File: config.mk
export PLATFORM = sky130hd
export DESIGN_NAME = freq_cmd_parser
export DESIGN_NICKNAME = d
export VERILOG_FILES = /design/src/rtl/fcp_pkg.sv /design/src/rtl/fcp_line_scan.sv /design/src/rtl/fcp_dec_conv.sv /design/src/rtl/fcp_resp_gen.sv /design/src/rtl/freq_cmd_parser.sv
export SDC_FILE = /design/constraint.sdc
export NUM_CORES = 1
export LEC_CHECK = 0
export BUFFER_PORTS_ARGS = -buffer_cell sky130_fd_sc_hd__buf_4
export CORE_MARGIN = 8
export CORE_UTILIZATION = 59
export CTS_CLUSTER_SIZE = 16
export DETAILED_ROUTE_END_ITERATION = 6
export PLACE_DENSITY = 0.76
export REMOVE_ABC_BUFFERS = 1
export SYNTH_ARGS = -nofsm -noshare
export SYNTH_HDL_FRONTEND = slang
export SYNTH_SLANG_ARGS = --single-unit
File: constraint.sdc
create_clock -name clk -period 7.15 [get_ports clk]
set_input_delay 0.3575 -clock clk [delete_from_list [all_inputs] [get_ports clk]]
set_output_delay 0.3575 -clock clk [all_outputs]
set_load 0.01 [all_outputs]
File: src/rtl/fcp_pkg.sv
package fcp_pkg;

    localparam logic [7:0] CH_CR     = 8'h0D;
    localparam logic [7:0] CH_LF     = 8'h0A;
    localparam logic [7:0] CH_STAR   = 8'h2A;
    localparam logic [7:0] CH_DOLLAR = 8'h24;
    localparam logic [7:0] CH_ZERO   = 8'h30;
    localparam logic [7:0] CH_M      = 8'h4D;
    localparam logic [7:0] CH_K      = 8'h4B;
    localparam logic [7:0] CH_H      = 8'h48;
    localparam logic [7:0] CH_Z_LO   = 8'h7A;

    // Four-letter command words, first letter in the top byte
    localparam logic [31:0] WORD_REPORT = 32'h5245_4144;
    localparam logic [31:0] WORD_STORE  = 32'h5341_5645;

    localparam int BAD_LEN = 15;

    typedef enum logic [1:0] {
        RSP_ACK,
        RSP_BAD,
        RSP_REPORT
    } rsp_kind_e;

    typedef enum logic [2:0] {
        ST_IDLE,
        ST_SKIP,
        ST_ECHO,
        ST_EVAL,
        ST_CONV,
        ST_RESP
    } ctl_state_e;

    typedef struct packed {
        logic        num_shape_ok;
        logic        has_unit;
        logic        unit_mhz;
        logic        too_many;
        logic [31:0] tail;
    } scan_flags_t;

    function automatic logic is_digit(input logic [7:0] c);
        return (c >= 8'h30) && (c <= 8'h39);
    endfunction

    function automatic logic [39:0] dec_weight(input int n);
        logic [39:0] w;
        w = 40'd1;
        for (int i = 0; i < n; i++) begin
            w = w * 40'd10;
        end
        return w;
    endfunction

    // Error reply: text, CR, LF, prompt
    function automatic logic [7:0] bad_byte(input logic [3:0] idx);
        case (idx)
            4'd0:    return 8'h49;
            4'd1:    return 8'h4E;
            4'd2:    return 8'h56;
            4'd3:    return 8'h41;
            4'd4:    return 8'h4C;
            4'd5:    return 8'h49;
            4'd6:    return 8'h44;
            4'd7:    return 8'h20;
            4'd8:    return 8'h44;
            4'd9:    return 8'h41;
            4'd10:   return 8'h54;
            4'd11:   return 8'h41;
            4'd12:   return CH_CR;
            4'd13:   return CH_LF;
            default: return CH_STAR;
        endcase
    endfunction

endpackage

File: src/rtl/fcp_line_scan.sv
module fcp_line_scan
    import fcp_pkg::*;
#(
    parameter int MAX_DIGITS = 7,
    parameter int MAX_LEN    = 12,
    parameter int ACC_W      = 24,
    parameter int CNT_W      = 3,
    parameter int LEN_W      = 4
) (
    input  logic             clk,
    input  logic             rst,
    input  logic             clr,
    input  logic             take,
    input  logic [7:0]       ch,
    output logic [ACC_W-1:0] acc,
    output logic [CNT_W-1:0] ndig,
    output logic [LEN_W-1:0] len,
    output scan_flags_t      flags
);

    always_ff @(posedge clk) begin
        if (rst || clr) begin
            acc                <= '0;
            ndig               <= '0;
            len                <= '0;
            flags.num_shape_ok <= 1'b1;
            flags.has_unit     <= 1'b0;
            flags.unit_mhz     <= 1'b0;
            flags.too_many     <= 1'b0;
            flags.tail         <= '0;
        end else if (take) begin
            flags.tail <= {flags.tail[23:0], ch};
            // length saturates one past the limit
            if (len <= LEN_W'(MAX_LEN)) begin
                len <= len + 1'b1;
            end
            if (flags.has_unit) begin
                flags.num_shape_ok <= 1'b0;
            end else if (is_digit(ch)) begin
                if (ndig == CNT_W'(MAX_DIGITS)) begin
                    flags.too_many <= 1'b1;
                end else begin
                    acc  <= ACC_W'(acc * 4'd10) + ACC_W'(ch[3:0]);
                    ndig <= ndig + 1'b1;
                end
            end else if (((ch == CH_M) || (ch == CH_K)) && (ndig != '0)) begin
                flags.has_unit <= 1'b1;
                flags.unit_mhz <= (ch == CH_M);
            end else begin
                flags.num_shape_ok <= 1'b0;
            end
        end
    end

endmodule

File: src/rtl/fcp_dec_conv.sv
module fcp_dec_conv
    import fcp_pkg::*;
#(
    parameter int NDIG   = 7,
    parameter int FREQ_W = 22
) (
    input  logic                  clk,
    input  logic                  rst,
    input  logic                  start,
    input  logic [FREQ_W-1:0]     value,
    output logic                  done,
    output logic [NDIG-1:0][3:0]  digits
);

    localparam int PW    = 40;
    localparam int POS_W = $clog2(NDIG + 1);

    logic [PW-1:0]    wtab [NDIG];
    logic [PW-1:0]    rem;
    logic [PW-1:0]    weight;
    logic [POS_W-1:0] pos;
    logic [3:0]       cnt;
    logic             busy;

    // Place weights, most significant position first
    for (genvar g = 0; g < NDIG; g++) begin : g_weight
        assign wtab[g] = dec_weight(NDIG - 1 - g);
    end

    assign weight = wtab[pos];

    always_ff @(posedge clk) begin
        if (rst) begin
            busy   <= 1'b0;
            done   <= 1'b0;
            rem    <= '0;
            pos    <= '0;
            cnt    <= '0;
            digits <= '0;
        end else begin
            done <= 1'b0;
            if (start) begin
                busy <= 1'b1;
                rem  <= PW'(value);
                pos  <= '0;
                cnt  <= '0;
            end else if (busy) begin
                if (rem >= weight) begin
                    rem <= rem - weight;
                    cnt <= cnt + 1'b1;
                end else begin
                    digits[pos] <= cnt;
                    cnt         <= '0;
                    if (pos == POS_W'(NDIG - 1)) begin
                        busy <= 1'b0;
                        done <= 1'b1;
                    end else begin
                        pos <= pos + 1'b1;
                    end
                end
            end
        end
    end

endmodule

File: src/rtl/fcp_resp_gen.sv
module fcp_resp_gen
    import fcp_pkg::*;
#(
    parameter int NDIG = 7
) (
    input  logic                 clk,
    input  logic                 rst,
    input  logic                 start,
    input  rsp_kind_e            kind,
    input  logic [NDIG-1:0][3:0] digits,
    input  logic                 tx_ready,
    output logic                 valid,
    output logic [7:0]           data,
    output logic                 last_beat
);

    localparam int MAXL  = (BAD_LEN > NDIG + 6) ? BAD_LEN : NDIG + 6;
    localparam int IDX_W = $clog2(MAXL + 1);

    rsp_kind_e        kind_q;
    logic [IDX_W-1:0] idx;
    logic             busy;
    logic             final_b;
    logic [3:0]       dsel;

    always_comb begin
        dsel = '0;
        for (int i = 0; i < NDIG; i++) begin
            if (idx == IDX_W'(i)) dsel = digits[i];
        end
    end

    always_comb begin
        data    = CH_STAR;
        final_b = 1'b1;
        unique case (kind_q)
            RSP_ACK: begin
                data    = CH_STAR;
                final_b = 1'b1;
            end
            RSP_BAD: begin
                data    = bad_byte(4'(idx));
                final_b = (idx == IDX_W'(BAD_LEN - 1));
            end
            RSP_REPORT: begin
                final_b = (idx == IDX_W'(NDIG + 5));
                if (idx < IDX_W'(NDIG))            data = CH_ZERO | {4'h0, dsel};
                else if (idx == IDX_W'(NDIG))      data = CH_K;
                else if (idx == IDX_W'(NDIG + 1))  data = CH_H;
                else if (idx == IDX_W'(NDIG + 2))  data = CH_Z_LO;
                else if (idx == IDX_W'(NDIG + 3))  data = CH_CR;
                else if (idx == IDX_W'(NDIG + 4))  data = CH_LF;
                else                               data = CH_STAR;
            end
            default: begin
                data    = CH_STAR;
                final_b = 1'b1;
            end
        endcase
    end

    assign valid     = busy;
    assign last_beat = busy && tx_ready && final_b;

    always_ff @(posedge clk) begin
        if (rst) begin
            busy   <= 1'b0;
            idx    <= '0;
            kind_q <= RSP_ACK;
        end else if (start) begin
            busy   <= 1'b1;
            idx    <= '0;
            kind_q <= kind;
        end else if (busy && tx_ready) begin
            if (final_b) busy <= 1'b0;
            else         idx  <= idx + 1'b1;
        end
    end

endmodule

File: src/rtl/freq_cmd_parser.sv
module freq_cmd_parser
    import fcp_pkg::*;
#(
    parameter int MAX_DIGITS = 7,
    parameter int MAX_LEN    = 12,
    parameter int FREQ_W     = 22,
    parameter int MIN_KHZ    = 50000,
    parameter int MAX_KHZ    = 3000000,
    parameter int RESET_KHZ  = 1000000
) (
    input  logic              clk,
    input  logic              rst,
    input  logic              rx_valid,
    input  logic [7:0]        rx_data,
    output logic              rx_ready,
    output logic              tx_valid,
    output logic [7:0]        tx_data,
    input  logic              tx_ready,
    output logic [FREQ_W-1:0] freq_khz,
    output logic              save_pulse
);

    localparam int ACC_W   = $clog2(10 ** MAX_DIGITS);
    localparam int SCALE_W = ACC_W + 10;
    localparam int CNT_W   = $clog2(MAX_DIGITS + 1);
    localparam int LEN_W   = $clog2(MAX_LEN + 2);

    ctl_state_e               state;
    logic [7:0]               echo_q;
    logic [ACC_W-1:0]         acc;
    logic [CNT_W-1:0]         ndig;
    logic [LEN_W-1:0]         len;
    scan_flags_t              flags;
    logic                     rx_take;
    logic                     line_start_foreign;
    logic                     scan_take;
    logic                     scan_clr;
    logic [SCALE_W-1:0]       scaled;
    logic                     in_range;
    logic                     num_good;
    logic                     is_report;
    logic                     is_store;
    logic                     conv_start;
    logic                     conv_done;
    logic [MAX_DIGITS-1:0][3:0] digits;
    logic                     resp_start;
    rsp_kind_e                resp_kind;
    logic                     resp_valid;
    logic [7:0]               resp_data;
    logic                     resp_last;

    assign rx_ready           = (state == ST_IDLE) || (state == ST_SKIP);
    assign rx_take            = rx_valid && rx_ready;
    assign line_start_foreign = (rx_data == CH_DOLLAR) && (len == '0);
    assign scan_take          = (state == ST_IDLE) && rx_take &&
                                (rx_data != CH_CR) && !line_start_foreign;
    assign scan_clr           = (state == ST_EVAL);

    fcp_line_scan #(
        .MAX_DIGITS (MAX_DIGITS),
        .MAX_LEN    (MAX_LEN),
        .ACC_W      (ACC_W),
        .CNT_W      (CNT_W),
        .LEN_W      (LEN_W)
    ) u_scan (
        .clk   (clk),
        .rst   (rst),
        .clr   (scan_clr),
        .take  (scan_take),
        .ch    (rx_data),
        .acc   (acc),
        .ndig  (ndig),
        .len   (len),
        .flags (flags)
    );

    // Verdict on a completed line
    always_comb begin
        scaled    = flags.unit_mhz ? SCALE_W'(acc) * SCALE_W'(1000) : SCALE_W'(acc);
        in_range  = (scaled >= SCALE_W'(MIN_KHZ)) && (scaled <= SCALE_W'(MAX_KHZ));
        num_good  = flags.num_shape_ok && (ndig != '0) && !flags.too_many &&
                    (len <= LEN_W'(MAX_LEN)) && in_range;
        is_report = (len == LEN_W'(4)) && (flags.tail == WORD_REPORT);
        is_store  = (len == LEN_W'(4)) && (flags.tail == WORD_STORE);
    end

    assign conv_start = (state == ST_EVAL) && is_report;
    assign resp_start = ((state == ST_EVAL) && !is_report) ||
                        ((state == ST_CONV) && conv_done);

    always_comb begin
        if (state == ST_CONV)          resp_kind = RSP_REPORT;
        else if (num_good || is_store) resp_kind = RSP_ACK;
        else                           resp_kind = RSP_BAD;
    end

    fcp_dec_conv #(
        .NDIG   (MAX_DIGITS),
        .FREQ_W (FREQ_W)
    ) u_conv (
        .clk    (clk),
        .rst    (rst),
        .start  (conv_start),
        .value  (freq_khz),
        .done   (conv_done),
        .digits (digits)
    );

    fcp_resp_gen #(
        .NDIG (MAX_DIGITS)
    ) u_resp (
        .clk       (clk),
        .rst       (rst),
        .start     (resp_start),
        .kind      (resp_kind),
        .digits    (digits),
        .tx_ready  (tx_ready),
        .valid     (resp_valid),
        .data      (resp_data),
        .last_beat (resp_last)
    );

    assign tx_valid = (state == ST_ECHO) || resp_valid;
    assign tx_data  = (state == ST_ECHO) ? echo_q : resp_data;

    always_ff @(posedge clk) begin
        if (rst) begin
            state      <= ST_IDLE;
            echo_q     <= '0;
            freq_khz   <= FREQ_W'(RESET_KHZ);
            save_pulse <= 1'b0;
        end else begin
            save_pulse <= 1'b0;
            unique case (state)
                ST_IDLE: begin
                    if (rx_take) begin
                        if (line_start_foreign) begin
                            state <= ST_SKIP;
                        end else begin
                            echo_q <= rx_data;
                            state  <= ST_ECHO;
                        end
                    end
                end
                ST_SKIP: begin
                    if (rx_take && (rx_data == CH_CR)) state <= ST_IDLE;
                end
                ST_ECHO: begin
                    if (tx_ready) state <= (echo_q == CH_CR) ? ST_EVAL : ST_IDLE;
                end
                ST_EVAL: begin
                    if (is_report) begin
                        state <= ST_CONV;
                    end else begin
                        state <= ST_RESP;
                        if (num_good) freq_khz   <= FREQ_W'(scaled);
                        if (is_store) save_pulse <= 1'b1;
                    end
                end
                ST_CONV: begin
                    if (conv_done) state <= ST_RESP;
                end
                ST_RESP: begin
                    if (resp_last) state <= ST_IDLE;
                end
                default: state <= ST_IDLE;
            endcase
        end
    end

endmodule

### Word level (Yosys, flattened, before mapping)

Memory sizes are Yosys's and may differ from the RTL's. A register that Yosys moved wholly into a read port is not among the register bits.
Cells that the tools add are included.

* add/sub/neg operators: 7
* $mul: 2
* $lt $le $gt $ge: 10
* equal/unequal tests: 38
* muxes and demuxes: 55
* bitwise logic cells: 12
* reduce and logical (&&, ||, !) cells: 56

Operator list (count)
* 40-bit 2-to-1 mux: 2
* 22-bit 2-to-1 mux: 3
* 32-bit by 31-bit == test with 1-bit output (second input constant): 2
* 8-bit 2-to-1 mux: 6
* 4-bit 2-to-1 mux: 11
* 40-bit greater-or-equal comparator: 1
* 40-bit subtractor: 1
* 34-bit by 16-bit greater-or-equal comparator with 1-bit output (second input constant): 1
* 34-bit by 22-bit <= comparator with 1-bit output (second input constant): 1
* 34-bit 2-to-1 mux: 1
* 24-bit by 7-bit multiplier with 31-bit output (second input constant): 1
* 28-bit bitwise mux: 1
* 24-bit by 4-bit adder with 24-bit output: 1
* 4-bit == test (second input constant): 6
* 24-bit by 3-bit multiplier with 23-bit output (second input constant): 1
* 1-bit logical AND: 21
* 3-bit 2-to-1 mux: 7
* 4-bit by 3-bit == test with 1-bit output (second input constant): 5
* 3-bit one-hot mux with 6 select lines: 1
* 8-bit by 4-bit == test with 1-bit output (second input constant): 2
* 8-bit by 7-bit == test with 1-bit output (second input constant): 2
* 8-bit one-hot mux with 2 select lines: 1
* 1-bit 2-to-1 mux: 15
* 3-bit AND reduction: 5
* other kinds (38): 82

* flip-flop bits (word level): 185
* memory bits (read-only): 432
* output and inout port bits: 33
* memories kept: 2

Memories
* (name not given): depth 8, width 40, read ports 1, clocked after memory_dff 0, write ports 0, line fcp_dec_conv.sv:30 `assign weight = wtab[pos];`
* (name not given): depth 16, width 7, read ports 1, clocked after memory_dff 1, write ports 0, line fcp_pkg.sv:57 `case (idx)`

### Longest topological paths before layout

Gate-level depths: netlist (run 1).

* depth after elaboration: 11
* depth in mapped cells: 21
* gate-level depth less buffers: 19

### Modules after synthesis

A second synthesis (run 1) with hierarchy kept.

* cell total of the unflattened synthesis: 1993
* area, all modules: 17022.6 um2

By module, submodules not included
* freq_cmd_parser: times used 1, cells each 757, area an instance 6591.3 um2, sequential area each 680.7 um2
* fcp_dec_conv: times used 1, cells each 574, area an instance 4739.5 um2, sequential area each 1541.5 um2
* fcp_line_scan: times used 1, cells each 484, area an instance 4346.7 um2, sequential area each 1341.3 um2
* fcp_resp_gen: times used 1, cells each 178, area an instance 1345.0 um2, sequential area each 280.3 um2

### Worst setup path after synthesis (run 1)

No wires, ideal clock.

* path kind: register to register
* from: reg u_scan.acc[5]
* to: reg freq_khz[19]
* library setup time: 0.137 ns
* arrival time: 5.582 ns
* data required time: 7.013 ns
* setup slack: 1.431 ns
* cell stages (with the launch flop): 20
* buffers on the path: 2
* period minus slack after synthesis: 5.719 ns
* path through: dfxtp_1 -> inv_1 -> fa_1 -> fa_1 -> fa_1 -> inv_1 -> fa_1 -> ha_1 -> buf_2 -> a41o_1 -> a21oi_1 -> a2bb2oi_1 -> mux2_2 -> a221oi_1 -> nand3_1 -> or4_1 -> and4b_1 -> clkbuf_1 -> a211oi_1 -> a31oi_1

* cells in the longest elaborated chain, start to end: 6
* elaborated cells between the ends (all ways): 7
* those cells by class: mul (1); order compare (2); mux (1); reduce/logical (3)

RTL lines
* from (decl): line fcp_line_scan.sv:15 `output logic [ACC_W-1:0] acc,`
* from (signal assigned): line fcp_line_scan.sv:43 `acc <= ACC_W'(acc * 4'd10) + ACC_W'(ch[3:0]);`
* 24-bit by 7-bit multiplier with 31-bit output: line freq_cmd_parser.sv:79 `scaled = flags.unit_mhz ? SCALE_W'(acc) * SCALE_W'(1000) : SCALE_W'(acc);`
* 34-bit 2-to-1 mux *: line freq_cmd_parser.sv:79
* 34-bit by 16-bit greater-or-equal comparator with 1-bit output / 34-bit by 22-bit <= comparator with 1-bit output (equally long branches): line freq_cmd_parser.sv:80 `in_range = (scaled >= SCALE_W'(MIN_KHZ)) && (scaled <= SCALE_W'(MAX_KHZ));`
* 1-bit logical AND: line freq_cmd_parser.sv:80
* 1-bit logical AND: line freq_cmd_parser.sv:82 `(len <= LEN_W'(MAX_LEN)) && in_range;`
* 3-bit AND reduction (no source line)
* to (signal assigned): line freq_cmd_parser.sv:130 `freq_khz <= FREQ_W'(RESET_KHZ);`
* to (signal assigned): line freq_cmd_parser.sv:156 `if (num_good) freq_khz <= FREQ_W'(scaled);`
* to (decl): line freq_cmd_parser.sv:19 `output logic [FREQ_W-1:0] freq_khz,`

Mark *: on every way between the ends. The rest lies on a longest branch, timed or not.
A chain may end at the register's enable or synchronous reset.

### Final worst setup path (run 1)

* from: reg u_scan.acc[3]
* to: reg freq_khz[9]

Same word-level chain as after synthesis.

==> run_results.csv, run 1 <==
group,metric,value,unit
status,run_status,"completed",
detailed_routing,post_drt_wl_per_cell,17.3,µm
placed_design,hpwl,29.9,mm
cts,path_clk_slew,0.08,ns
synthesis,yosysTopAreaCell,"sky130_fd_sc_hd__dfxtp_1",
timing,finalHoldViolations,0,
synthesis,synth_enable_flop_cells,0,
worst_setup_path,cp_num_buf_inv,2,
synthesis,synthesis.area,16100,µm²
die,placement_rows,60,
placed_design,gp_routability_congestion,0.935,
final_layout,flow.area_growth_from_synthesis,7.08,%
cts,cts_num_sinks,192,
cts,clock_path_buffers,2,
worst_setup_path,worst_r2r_startpoint,"u_scan.acc[3]",
worst_setup_path,critical-path-max-stage-delay,0.64,ns
die,i_o_pin_total,45,
job,max_cap_violations,0,
placed_design,numPortBuffers,44,
synthesis,yosys_warnings,0,
worst_setup_path,timing.critical_path.arrival,6.81,ns
detailed_routing,vias,13900,
hold_path,origin_of_the_worst_min_delay_path,"rx_data[0]",
worst_setup_path,path_common_cell,"sky130_fd_sc_hd__fa_1",
worst_setup_path,crit_start,"u_scan.acc[3]",
cts,postCtsSetupRepairBufs,0,
timing,finalClockSkew,0.0239,ns
detailed_routing,first_iter_violations,1084,
cts,htreeDepth,4,
synthesis,netlist-cell-type-count,86,
hold_path,timing.hold.worst.class,"in -> reg",
cts,ctsRootBufferMaster,"sky130_fd_sc_hd__clkbuf_16",
power_and_ir_drop,vdd_ir_drop_max,0.000185,V
timing,grt_setup_unrepaired,"no",
cts,worst_skew_pair.late_latency,0.45,ns
global_routing,number_of_global_route_vias_before_repair,13100,
final_layout,layout-drive-gt1-share,0.0653,
synthesis,yosys.cell_count.top_type,"sky130_fd_sc_hd__nand2_1",
worst_setup_path,critPathSlowestCell,"sky130_fd_sc_hd__nor2_2",
worst_setup_path,nature_of_the_critical_path_endpoint,"register",
timing,worst_hold_slack,0.199,ns
timing,max_freq,0.153,GHz
timing,report.final.setup_viol,0,
cts,clock_tree_from_tritoncts,"yes",
global_routing,grt_start_max_net_pins,81,
die,die_height,181,µm
cts,numCtsBuffers,17,
timing,fin_crit_sh,0.913,
timing,maxSlewHeadroom,0.291,
die,die_area,32700,µm²
synthesis,ys_seq_elements,192,
timing,tightestPinTransition,1.06,ns
die,die_width,181,µm
synthesis,synth_ff_type,"sky130_fd_sc_hd__dfxtp_1",
worst_setup_path,critical_path_required,7.43,ns
detailed_routing,detail_route.drc_violations,0,
synthesis,synth.top_cells.by_count,"sky130_fd_sc_hd__nand2_1, sky130_fd_sc_hd__nor2_1, sky130_fd_sc_hd__dfxtp_1, sky130_fd_sc_hd__inv_1, sky130_fd_sc_hd__a21oi_1",
global_routing,global_route_wire_length_before_repair,65.1,mm
die,initial_utilization,0.599,
final_layout,final_nets,2181,
worst_setup_path,timing.critical_path.cells,"inv_1 > fa_1 > fa_1 > fa_1 > fa_1 > inv_1 > ha_1 > a41o_1 > a21oi_1 > a2bb2oi_1 > mux2_2 > a221oi_1 > nor2_1 > o221a_2 > nand4b_1 > nor2_2 > a31oi_1",
worst_setup_path,worst_setup_sp_type,"register",
global_routing,grt_util_all_layers,0.235,
cts,hold_buffers,0,
synthesis,syn-instance-count,1947,
power_and_ir_drop,static-leakage-power,7.35,nW
detailed_routing,detailedRoute.firstPassIterationCount,6,
power_and_ir_drop,powerDensity,155,nW/µm²
worst_setup_path,timing.critical_path.max_delay_family,"adder cells",
detailed_routing,drtAntennaViolNets,0,
detailed_routing,drt-total-wl,39.5,mm
synthesis,async_sr_flop_fraction,0,
worst_setup_path,timing.setup.critical_path_class,"reg -> reg",
timing,layout_min_cycle_time,6.53,ns
synthesis,synthesized_area_divided_by_synthesized_cell_count,8.24,µm²
global_routing,antenna_violations_before_repair,1,
worst_setup_path,critical_path.max_fanout,18,
cts,post_cts_resized,0,
global_routing,overflow,0,
timing,tns,0,ns
detailed_routing,vias_per_cell,6.08,
synthesis,synth_top_area_share,0.239,
synthesis,yosysSeqAreaShare,0.239,
synthesis,post_synth_main_area_contributors,"sky130_fd_sc_hd__dfxtp_1, sky130_fd_sc_hd__ha_1, sky130_fd_sc_hd__fa_1, sky130_fd_sc_hd__nand2_1, sky130_fd_sc_hd__a21oi_1",
die,core_area,26800,µm²
timing,maxSlewViolCount,0,
-- flip-flops by register name, indices dropped and copies added, names as in the netlist, named ones only --
| name | count |
|---|---|
| u_conv.digits | 28 |
| u_conv.pos | 3 |
| u_conv.cnt | 4 |
| u_resp.kind_q | 2 |
| save_pulse | 1 |
| u_scan.flags | 36 |
| u_scan.acc | 24 |
| u_resp.idx | 4 |
| echo_q | 8 |
| state | 3 |
| u_scan.len | 4 |
| u_conv.busy | 1 |
| freq_khz | 22 |
| u_conv.done | 1 |
| u_resp.valid | 1 |
| u_scan.ndig | 3 |
| u_conv.rem | 40 |
-- placed cells by master, fill, tap and decap left out, types with 12 or more instances in the layout --
cell type / n
sky130_fd_sc_hd__fa_1: 89
sky130_fd_sc_hd__o21ai_0: 62
sky130_fd_sc_hd__nand3_1: 42
sky130_fd_sc_hd__nor2_1: 192
sky130_fd_sc_hd__o21a_1: 15
sky130_fd_sc_hd__xor2_1: 47
sky130_fd_sc_hd__clkbuf_16: 17
sky130_fd_sc_hd__a21oi_1: 151
sky130_fd_sc_hd__a311oi_1: 13
sky130_fd_sc_hd__dfxtp_1: 192
sky130_fd_sc_hd__nand4_1: 33
sky130_fd_sc_hd__a31oi_1: 17
sky130_fd_sc_hd__ha_1: 148
sky130_fd_sc_hd__inv_1: 168
sky130_fd_sc_hd__o211ai_1: 14
sky130_fd_sc_hd__nor4_1: 17
sky130_fd_sc_hd__nand2b_1: 12
sky130_fd_sc_hd__mux2i_1: 55
sky130_fd_sc_hd__a21o_1: 23
sky130_fd_sc_hd__or3_1: 15
sky130_fd_sc_hd__nor3_1: 38
sky130_fd_sc_hd__buf_4: 55
sky130_fd_sc_hd__nor2b_1: 14
sky130_fd_sc_hd__xnor2_1: 49
sky130_fd_sc_hd__nand2_1: 205
sky130_fd_sc_hd__a211oi_1: 54
sky130_fd_sc_hd__and2_1: 12
sky130_fd_sc_hd__and3_1: 15
-- stage by stage --
step / worst slack [ns] / instance area [µm²] / cells / total power (W) / utilization
global placement: 0.928 / 16500 / 2254 / 0.00163 / 0.617
global route: 0.139 / 17200 / 2287 / 0.00277 / 0.641
CTS: 0.676 / 17200 / 2286 / 0.00267 / 0.641
finish: 0.620 / 17200 / 2287 / 0.00266 / 0.641
floorplan: 1.42 / 15700 / 1858 / 0.00149 / -
detailed placement: 0.720 / 16500 / 2254 / 0.00165 / 0.617
-- cell type report --
type                    instances  area [µm²]
multi-input cells            1497       11200
fillers                      2245        9610
flip-flops and latches        192        3840
inverters                     169         634
well taps                     341         427
clock buffers                  17         425
repair buffers                 55         413
clock inverters                15         219
diodes                          1        2.50
-- cell families after synthesis --
family / count (synthesis) / synth area share
compound gates: 441 / 0.179
xor+xnor: 96 / 0.0524
fa+ha+maj: 237 / 0.226
buf+inv: 258 / 0.0623
flops: 192 / 0.239
mux: 60 / 0.0378
simple gates: 663 / 0.203
-- routing by layer --
metal / vias up / track usage / routed length [µm]
li1: 6801 / - / -
met1: 6630 / 0.316 / 18100
met2: 399 / 0.387 / 18500
met3: 73 / 0.0329 / 1930
met4: 0 / 0.0745 / 1010
met5: - / 0 / 0
-- where the power goes --
| part | switching [W] | internal [W] |
|---|---|---|
| Clock | 0.000539 | 0.000495 |
| Combinational | 0.000296 | 0.000175 |
| Sequential | 0.0000472 | 0.00111 |
| Total | 0.000882 | 0.00178 |
-- final timing paths --
kind                      end  slack, ns  depth (start not counted)
max               freq_khz[9]       0.62                         17
min                 echo_q[0]       0.20                          3
max reg2reg       freq_khz[9]       0.62                         17
min reg2reg  u_scan.flags[35]       0.46                          2
-- tightest hold or removal path, stage by stage --
cell and delay, ns:
sky130_fd_sc_hd__buf_4 0.13, sky130_fd_sc_hd__nand2_1 0.05, sky130_fd_sc_hd__a21oi_1 0.05
No activity file was read; power rests on OpenSTA's default activity.
==> run 2, diff against run 1 <==
- GPL_ROUTABILITY_DRIVEN: not set -> 0
- SYNTH_HIERARCHICAL: not set -> 1
==> run 2 against run 1 <==
  * Sequential cell count unchanged
  * Routed wire length increased by 6.7%
  * Core utilization decreased by 0.75 points
  * Synthesized cell count increased by 2.4%
  * Area after synthesis increased by 6.0%
  * Global-route usage increased by 0.99 points
  * Via count increased by 5.6%
  * First-iteration DRC count increased by 41%
  * Largest power group unchanged
  * Clock power about the same
  * Critical path depth unchanged
==> run_results.csv, run 2 <==
group,metric,value,unit
timing,maxSlewViolCount,0,
global_routing,overflow,0,
synthesis,netlist-cell-type-count,112,
global_routing,grt_util_met3,0.0271,
synthesis,ys_seq_elements,192,
worst_setup_path,nature_of_the_critical_path_endpoint,"register",
synthesis,synth_top_area_share,0.226,
global_routing,grt_util_all_layers,0.245,
detailed_routing,post_drt_wl_per_cell,17.8,µm
global_routing,global_route_wire_length_before_repair,70.3,mm
worst_setup_path,timing.rr.end,"freq_khz[14]",
placed_design,hpwl,32.2,mm
final_layout,layout-drive-gt1-share,0.0808,
hold_path,timing.hold.worst.class,"in -> reg",
global_routing,antenna_violations_before_repair,0,
power_and_ir_drop,powerDensity,131,nW/µm²
synthesis,yosysTopAreaCell,"sky130_fd_sc_hd__dfxtp_1",
synthesis,async_sr_flop_fraction,0,
synthesis,syn-instance-count,1993,
cts,clock_path_buffers,2,
worst_setup_path,critical_path.max_fanout,18,
worst_setup_path,critical_path_required,7.51,ns
final_layout,largest_register_ffs,40,
synthesis,synthesis.area,17000,µm²
die,die_height,186,µm
global_routing,grtUsageMet2,0.410,
cts,cts_num_sinks,192,
hold_path,worstHoldEndpoint,"echo_q[7]",
synthesis,yosysSeqAreaShare,0.226,
placed_design,dpl_cell_area,17500,µm²
synthesis,synth_enable_flop_cells,0,
timing,finalClockSkew,0.0185,ns
synthesis,synthesized_area_divided_by_synthesized_cell_count,8.54,µm²
final_layout,post-route-util,0.634,
worst_setup_path,critical-path-max-stage-delay,0.72,ns
cts,path_clk_slew,0.08,ns
timing,maxSlewHeadroom,0.202,
hold_path,min_path_cells,3,
detailed_routing,drtAntennaViolNets,0,
detailed_routing,vias_per_cell,6.21,
die,i_o_pin_total,45,
cts,ctsRootBufferMaster,"sky130_fd_sc_hd__clkbuf_16",
synthesis,yosys_warnings,6,
power_and_ir_drop,static-leakage-power,7.62,nW
die,die_width,186,µm
worst_setup_path,path_common_cell,"sky130_fd_sc_hd__fa_1",
final_layout,layout.cells.most_common_list,"sky130_fd_sc_hd__nor2_1, sky130_fd_sc_hd__dfxtp_1, sky130_fd_sc_hd__inv_1, sky130_fd_sc_hd__nand2_1, sky130_fd_sc_hd__ha_1",
synthesis,yosys.cell_count.top_type,"sky130_fd_sc_hd__nor2_1",
worst_setup_path,setup.reg_to_reg.worst_slack,0.64,ns
timing,tightestPinTransition,1.19,ns
timing,grt_setup_unrepaired,"no",
timing,layout_min_cycle_time,6.51,ns
timing,fin_crit_sh,0.910,
final_layout,reg_top3,"u_conv/rem: 40 flops, u_scan/flags: 36 flops, u_conv/digits: 28 flops",
die,placement_rows,62,
final_layout,most_flop_heavy_register,"u_conv/rem",
global_routing,grt_start_max_net_pins,74,
die,die_area,34500,µm²
cts,hold_buffers,0,
global_routing,gr-max-usage-layer,"met2",
timing,report.final.setup_viol,0,
detailed_routing,first_iter_violations,1524,
worst_setup_path,r2r.worst_path.cells,17,
worst_setup_path,timing.critical_path.arrival,6.86,ns
final_layout,final_cell_count_no_fill,2364,
synthesis,synth_ff_type,"sky130_fd_sc_hd__dfxtp_1",
timing,tns,0,ns
hold_path,origin_of_the_worst_min_delay_path,"rx_data[7]",
final_layout,num-fill-cells,2444,
detailed_routing,drt-total-wl,42.2,mm
worst_setup_path,critPathSlowestCell,"sky130_fd_sc_hd__nor3_4",
detailed_routing,detail_route.drc_violations,0,
cts,numCtsBuffers,17,
cts,postCtsSetupRepairBufs,0,
cts,post_cts_resized,0,
worst_setup_path,timing.critical_path.cells,"inv_1 > fa_1 > fa_1 > fa_1 > inv_1 > fa_1 > ha_1 > a21oi_1 > o21ai_1 > a221oi_2 > a21oi_1 > o31a_1 > a211o_1 > nor3b_1 > nand4_2 > nor3_4 > mux2i_1",
final_layout,flow.area_growth_from_synthesis,6.30,%
worst_setup_path,worst_setup_sp_type,"register",
status,run_status,"completed",
cts,htreeDepth,4,
final_layout,antenna-diode-count,0,
final_layout,final_nets,2217,
detailed_routing,detailedRoute.firstPassIterationCount,7,
timing,finalHoldViolations,0,
die,core_area,28500,µm²
die,initial_utilization,0.596,
power_and_ir_drop,vdd_ir_drop_max,0.000164,V
synthesis,post_synth_main_area_contributors,"sky130_fd_sc_hd__dfxtp_1, sky130_fd_sc_hd__ha_1, sky130_fd_sc_hd__fa_1, sky130_fd_sc_hd__mux2i_1, sky130_fd_sc_hd__nor2_1",
global_routing,number_of_global_route_vias_before_repair,14100,
placed_design,numPortBuffers,44,
final_layout,finalInstanceArea,18100,µm²
worst_setup_path,timing.setup.critical_path_class,"reg -> reg",
timing,max_freq,0.154,GHz
cts,clock_tree_from_tritoncts,"yes",
global_routing,met1_usage,0.325,
detailed_routing,vias,14700,
worst_setup_path,worst_r2r_startpoint,"u_scan/acc[5]",
synthesis,synth.top_cells.by_count,"sky130_fd_sc_hd__nor2_1, sky130_fd_sc_hd__dfxtp_1, sky130_fd_sc_hd__inv_1, sky130_fd_sc_hd__nand2_1, sky130_fd_sc_hd__ha_1",
placed_design,place.detailed.instances,2332,
final_layout,layout_commonest_cell,"sky130_fd_sc_hd__nor2_1",
cts,worst_skew_pair.late_latency,0.44,ns
job,max_cap_violations,0,
-- run 2: final cells by class --
class,count,area (µm²),share of cell area
flip-flops and latches,192,3840,0.212
repair buffers,52,390,0.0216
multi-input cells,1526,12100,0.668
clock inverters,13,189,0.0104
clock buffers,19,443,0.0245
inverters,178,668,0.0369
well taps,384,480,0.0266
-- run 2: cell families after synthesis --
family,synth area share
other cells,0.000220
mux,0.0714
xor+xnor,0.0390
compound gates,0.183
buf+inv,0.0655
flops,0.226
fa+ha+maj,0.214
simple gates,0.201
-- run 2: report_power, final --
part	leakage [nW]	internal, W	switching (W)
combinational	5.77	0.0000880	0.000133
clock	0.307	0.000576	0.000469
sequential	1.55	0.00108	0.0000179
total	7.62	0.00175	0.000620
-- run 2: worst max path at each step --
stage	startpoint	end	slack (ns)	cells after the start
2_1_floorplan	rx_data[5]	u_scan/acc[0]	1.22	8
6_report	u_scan/acc[5]	freq_khz[14]	0.64	17
3_5_place_dp	u_scan/acc[4]	freq_khz[14]	0.72	17
3_3_place_gp	u_scan/acc[5]	freq_khz[20]	0.89	17
5_1_grt	u_scan/acc[4]	freq_khz[10]	0.20	17
4_1_cts	u_scan/acc[4]	freq_khz[14]	0.67	17
-- run 2: routing by layer --
metal,wire length (µm),up-vias,part of all wire
li1,-,7054,-
met1,18700,7049,0.44
met2,20000,492,0.47
met3,2190,87,0.052
met4,1270,0,0.030
met5,0,-,0
-- run 2: worst max-delay path, delay by kind of cell (launching register included) --
family	cells	cell delay, ns
adders and majority gates	5	2.42
AOI/OAI and AO/OA	6	1.59
and+or+nand+nor	3	1.30
DFF	1	0.55
buffers and inverters	2	0.30
muxes	1	0.27
-- run 2: stage by stage --
step	power [W]	hold WS (ns)	setup slack [ns]
2_1_floorplan	0.00128	0.422	1.22
3_3_place_gp	0.00134	0.435	0.887
3_5_place_dp	0.00134	0.445	0.724
4_1_cts	0.00238	0.179	0.672
5_1_grt	0.00245	0.190	0.204
6_report	0.00237	0.191	0.644
